==> config.mk <==
export PLATFORM = sky130hd
export DESIGN_NAME = scoped_fence_ctrl
export DESIGN_NICKNAME = d
export VERILOG_FILES = /design/src/rtl/fence_pkg.sv /design/src/rtl/fence_req_capture.sv /design/src/rtl/fence_scope_plan.sv /design/src/rtl/fence_seq_fsm.sv /design/src/rtl/scoped_fence_ctrl.sv
export SDC_FILE = /design/constraint.sdc
export NUM_CORES = 1
export LEC_CHECK = 0
export BUFFER_PORTS_ARGS = -buffer_cell sky130_fd_sc_hd__buf_2
export CAP_MARGIN = 20
export CORE_AREA = 3 3 40 42
export DETAILED_ROUTE_END_ITERATION = 6
export DIE_AREA = 0 0 43 45
export PLACE_DENSITY = 0.53
export REMOVE_ABC_BUFFERS = 1
export SETUP_SLACK_MARGIN = 0.2
export SLEW_MARGIN = 20
export SYNTH_ARGS = -nofsm -noshare
export SYNTH_HDL_FRONTEND = slang
export SYNTH_SLANG_ARGS = --single-unit
export TNS_END_PERCENT = 30
==> constraint.sdc <==
create_clock -name clk -period 1.2 [get_ports clk]
set_input_delay 0.12 -clock clk [delete_from_list [all_inputs] [get_ports clk]]
set_output_delay 0.12 -clock clk [all_outputs]
set_load 0.02 [all_outputs]
==> src/rtl/fence_pkg.sv <==
`timescale 1ns/1ps
package fence_pkg;
    localparam int SCOPE_W = 2;
    localparam int NSTEP   = 4;

    localparam int STEP_DRAIN = 0;
    localparam int STEP_FLUSH = 1;
    localparam int STEP_INVAL = 2;
    localparam int STEP_NEXT  = 3;

    typedef enum logic [SCOPE_W-1:0] {
        SCOPE_SUBGRP = 2'd0,
        SCOPE_WRKGRP = 2'd1,
        SCOPE_NDR    = 2'd2,
        SCOPE_SYS    = 2'd3
    } scope_e;

    typedef enum logic [2:0] {
        ST_IDLE,
        ST_DRAIN,
        ST_FLUSH,
        ST_INVAL,
        ST_NEXT,
        ST_DONE
    } fstate_e;

    // Narrowest scope at which a step becomes necessary.
    function automatic logic [SCOPE_W-1:0] step_min_scope(input int step);
        case (step)
            STEP_DRAIN: return SCOPE_WRKGRP;
            STEP_FLUSH: return SCOPE_NDR;
            STEP_INVAL: return SCOPE_NDR;
            default:    return SCOPE_SYS;
        endcase
    endfunction
endpackage

==> src/rtl/fence_req_capture.sv <==
`timescale 1ns/1ps
module fence_req_capture
    import fence_pkg::*;
(
    input  logic               clk,
    input  logic               rst_n,
    input  logic               accept,
    input  logic [SCOPE_W-1:0] scope_in,
    output logic [SCOPE_W-1:0] scope_eff
);
    logic [SCOPE_W-1:0] held_q;

    always_ff @(posedge clk) begin
        if (!rst_n) begin
            held_q <= '0;
        end else if (accept) begin
            held_q <= scope_in;
        end
    end

    // On the accepting cycle the plan must see the incoming tag.
    always_comb begin
        scope_eff = accept ? scope_in : held_q;
    end
endmodule

==> src/rtl/fence_scope_plan.sv <==
`timescale 1ns/1ps
module fence_scope_plan
    import fence_pkg::*;
(
    input  logic [SCOPE_W-1:0] scope,
    output logic [NSTEP-1:0]   need
);
    for (genvar gi = 0; gi < NSTEP; gi++) begin : g_need
        localparam logic [SCOPE_W-1:0] MIN_SC = step_min_scope(gi);
        assign need[gi] = (scope >= MIN_SC);
    end
endmodule

==> src/rtl/fence_seq_fsm.sv <==
`timescale 1ns/1ps
module fence_seq_fsm
    import fence_pkg::*;
(
    input  logic             clk,
    input  logic             rst_n,
    input  logic             fence_valid,
    input  logic [NSTEP-1:0] need,
    input  logic [NSTEP-1:0] step_done,
    output logic             accept,
    output logic             fence_ready,
    output logic [NSTEP-1:0] step_req,
    output logic             fence_done
);
    fstate_e state_q;
    fstate_e state_d;

    always_ff @(posedge clk) begin
        if (!rst_n) begin
            state_q <= ST_IDLE;
        end else begin
            state_q <= state_d;
        end
    end

    always_comb begin
        state_d = state_q;
        unique case (state_q)
            ST_IDLE: begin
                if (fence_valid) begin
                    state_d = need[STEP_DRAIN] ? ST_DRAIN : ST_DONE;
                end
            end
            ST_DRAIN: begin
                if (step_done[STEP_DRAIN]) begin
                    state_d = need[STEP_FLUSH] ? ST_FLUSH : ST_DONE;
                end
            end
            ST_FLUSH: begin
                if (step_done[STEP_FLUSH]) begin
                    state_d = need[STEP_INVAL] ? ST_INVAL : ST_DONE;
                end
            end
            ST_INVAL: begin
                if (step_done[STEP_INVAL]) begin
                    state_d = need[STEP_NEXT] ? ST_NEXT : ST_DONE;
                end
            end
            ST_NEXT: begin
                if (step_done[STEP_NEXT]) begin
                    state_d = ST_DONE;
                end
            end
            ST_DONE: begin
                state_d = ST_IDLE;
            end
            default: begin
                state_d = ST_IDLE;
            end
        endcase
    end

    always_comb begin
        fence_ready = 1'b0;
        fence_done  = 1'b0;
        step_req    = '0;
        unique case (state_q)
            ST_IDLE:  fence_ready          = 1'b1;
            ST_DRAIN: step_req[STEP_DRAIN] = 1'b1;
            ST_FLUSH: step_req[STEP_FLUSH] = 1'b1;
            ST_INVAL: step_req[STEP_INVAL] = 1'b1;
            ST_NEXT:  step_req[STEP_NEXT]  = 1'b1;
            ST_DONE:  fence_done           = 1'b1;
            default:  fence_ready          = 1'b0;
        endcase
        accept = fence_ready && fence_valid;
    end
endmodule

==> src/rtl/scoped_fence_ctrl.sv <==
`timescale 1ns/1ps
module scoped_fence_ctrl
    import fence_pkg::*;
(
    input  logic               clk,
    input  logic               rst_n,
    input  logic               fence_valid,
    input  logic [SCOPE_W-1:0] fence_scope,
    output logic               fence_ready,
    output logic               drain_req,
    input  logic               drain_done,
    output logic               flush_req,
    input  logic               flush_done,
    output logic               inval_req,
    input  logic               inval_done,
    output logic               next_req,
    input  logic               next_ack,
    output logic               fence_done
);
    logic               accept;
    logic [SCOPE_W-1:0] scope_eff;
    logic [NSTEP-1:0]   need;
    logic [NSTEP-1:0]   step_done;
    logic [NSTEP-1:0]   step_req;

    assign step_done[STEP_DRAIN] = drain_done;
    assign step_done[STEP_FLUSH] = flush_done;
    assign step_done[STEP_INVAL] = inval_done;
    assign step_done[STEP_NEXT]  = next_ack;

    assign drain_req = step_req[STEP_DRAIN];
    assign flush_req = step_req[STEP_FLUSH];
    assign inval_req = step_req[STEP_INVAL];
    assign next_req  = step_req[STEP_NEXT];

    fence_req_capture u_capture (
        .clk       (clk),
        .rst_n     (rst_n),
        .accept    (accept),
        .scope_in  (fence_scope),
        .scope_eff (scope_eff)
    );

    fence_scope_plan u_plan (
        .scope (scope_eff),
        .need  (need)
    );

    fence_seq_fsm u_fsm (
        .clk         (clk),
        .rst_n       (rst_n),
        .fence_valid (fence_valid),
        .need        (need),
        .step_done   (step_done),
        .accept      (accept),
        .fence_ready (fence_ready),
        .step_req    (step_req),
        .fence_done  (fence_done)
    );
endmodule

==> results.sh <==
export IMPL_status="complete, but fails checks"
export IMPL_violations="setup timing"
export IMPL_powerDensity_nw_per_um2=1480
export IMPL_synthArstFlopShare_pct=0
export IMPL_syn_cell_area_um2=404
export IMPL_fin_ws_ns=-0.221
export IMPL_skew_ns=0.00737
export IMPL_clock_latency_ns=0.25
export IMPL_tightest_slew_ns=0.274
export IMPL_gp_congestion=0.721
export IMPL_p_leak_nw=0.281
export IMPL_clk_pin_slew_ns=0.05
export IMPL_drt_initial_drc_count=5
export IMPL_multi_input_comb_area_um2=302
export IMPL_ys_seq_elements=5
export IMPL_antenna_found_initial=0
export IMPL_rsz0062_at_grt="true"
export IMPL_fmaxAchievable_ghz=0.704
export IMPL_syn_area_per_cell_um2=8.79
export IMPL_drc=0
export IMPL_min_period_ns=1.42
export IMPL_clockBufferDepth=2
export IMPL_path_cells="nor4b_4 -> mux2i_2 -> buf_4 -> nor3_2 -> o21a_1"
export IMPL_critPathTopFamily="simple AND/OR/NAND/NOR gates"
export IMPL_cp_start_kind="flop"
export IMPL_slowest_stage="dfxtp_2"
export IMPL_die_area_um2=1940
export IMPL_wl_per_cell_um=11.9
export IMPL_wirelength_um=1060
export IMPL_setup_violations=10
export IMPL_cts_hold_buf=0
export IMPL_synthFlopType="dfxtp_1"
export IMPL_ys_warn_count=0
export IMPL_port_buffer_count=14
export IMPL_wirelength_met1_um=442
export IMPL_pin_count=15
export IMPL_start_util_pct=31.5
export IMPL_area_growth_syn_to_layout_pct=65.0
export IMPL_hp_class="in2reg"
export IMPL_cts_tree="yes"
export IMPL_clock_sinks=5
export IMPL_grtUsageTotal_pct=12.0
export IMPL_die_w_um=43
export IMPL_grt_first_pass_wirelength_um=1690
export IMPL_cts_root_buffer="clkbuf_4"
export IMPL_layout_area_seq_um2=106
export IMPL_antenna_cells=0
export IMPL_drtPass1Iterations=3
export IMPL_dr_total_vias=437
export IMPL_worstPathArrival_ns=1.56
export IMPL_htreeDepth=1
export IMPL_wl_met3_um=57
export IMPL_ys_seq_area_share_pct=24.8
export IMPL_fin_crit_sh_pct=118
export IMPL_final_cell_mix="buf_2, buf_4, buf_6"
export IMPL_crit_fanout=3
export IMPL_critPathKind="reg2reg"
export IMPL_die_y_um=45
export IMPL_drv_cap=0
export IMPL_nets=84
export IMPL_dp_slack_ns=-0.254
export IMPL_synth_edf_count=0
export IMPL_drive_gt1_share_pct=59.5
export IMPL_synth_cells=46
export IMPL_critPathRequiredTime_ns=1.34
export IMPL_cts_buffers_inserted=3
export IMPL_max_slew_margin_rel_pct=81.7
export IMPL_highest_layer="met4"
export IMPL_crit_path_end_kind="flop"
export IMPL_ant_nets=0
export IMPL_max_stage_delay_ns=0.33
export IMPL_finalMaxSlewViolations=0
export IMPL_grt_pass1_vias=426
export IMPL_grt_overflow=0
export IMPL_fillers=124
export IMPL_peakVddDrop_mv=0.768
export IMPL_via_per_inst=4.91
export IMPL_power_w=0.000990
export IMPL_ys_types=24
export IMPL_route_met2_wl_um=528
export IMPL_hpwl_um=757
export IMPL_finalHoldViolCount=0
export IMPL_layout_commonest_cell="buf_2"
export IMPL_coreArea_um2=1280
export IMPL_fp_row_count=13
export IMPL_grt_max_degree=14
export IMPL_timing_critical_path_buf_inv=1
-- stage by stage --
stage / cell area [µm²] / TNS [ns] / std cells / hold slack, ns / util, %
finish: 667 / -0.882 / 89 / 0.110 / 51.9
global route: 667 / -1.47 / 89 / 0.129 / 51.9
CTS: 651 / -0.817 / 88 / 0.110 / 50.6
detailed placement: 548 / -0.720 / 82 / 0.345 / 42.6
global placement: 548 / -0.448 / 82 / 0.352 / 42.6
floorplan: 384 / -0.845 / 43 / 0.238 / -
-- synth_stat cells, drive strengths merged, types with 2 or more instances --
| library cell | count | area [µm²] |
|---|---|---|
| a21oi | 5 | 28.8 |
| mux2i | 5 | 50.1 |
| inv | 3 | 11.3 |
| nor3 | 3 | 15.0 |
| dfxtp | 5 | 100 |
| nand2b | 3 | 18.8 |
| nor4b | 2 | 38.8 |
| nor3b | 3 | 27.5 |
| o21ai | 2 | 10.0 |
| buf | 2 | 16.3 |
| nor2 | 4 | 15.0 |
-- per-layer routing --
layer | up-vias | track usage [%]
li1 | 223 | -
met1 | 194 | 11.3
met2 | 15 | 22.8
met3 | 5 | 3.59
met4 | 0 | 7.23
met5 | - | 0
-- flip-flops by register name, summed over array words and instances (netlist names) --
signal	count
u_fsm.state_q	3
u_capture.held_q	2
-- final timing paths --
check	startpoint	end	slack [ns]	cells past startpoint
hold / removal	rst_n	u_fsm.state_q[1]	0.11	2
setup reg to reg	u_fsm.state_q[2]	u_fsm.state_q[1]	-0.22	5
setup / recovery	u_fsm.state_q[2]	u_fsm.state_q[1]	-0.22	5
hold reg to reg	u_capture.held_q[0]	u_capture.held_q[0]	0.51	2
-- report_power, final --
group	total (W)	internal (W)	switching [W]	leakage [nW]
logic	0.000558	0.000295	0.000262	0.224
registers	0.000235	0.000198	0.0000367	0.0424
clock network	0.000197	0.000126	0.0000716	0.0150
-- area by class of cell --
class / count / area share [%]
Clock buffer: 4 / 3.94
Timing Repair Buffer: 27 / 30.4
Sequential cell: 5 / 15.9
Multi-Input combinational cell: 35 / 45.2
Inverter: 3 / 1.69
Tap cell: 15 / 2.81
-- kinds of logic (layout without fill, tap and decap cells) --
| group | Yosys count | after routing | share of synthesized area, % |
|---|---|---|---|
| buffers and inverters | 6 | 34 | 7.74 |
| DFF | 5 | 5 | 24.8 |
| AOI/OAI and AO/OA | 11 | 11 | 18.6 |
| and+or+nand+nor | 18 | 18 | 33.7 |
| muxes | 6 | 6 | 15.2 |
-- timing repair --
item,in CTS,in global routing
setup endpoints to repair,11,11
resized for setup,19,2
setup buffers,2,1
pin swaps,1,3
No activity file was read; power rests on OpenSTA's default activity.
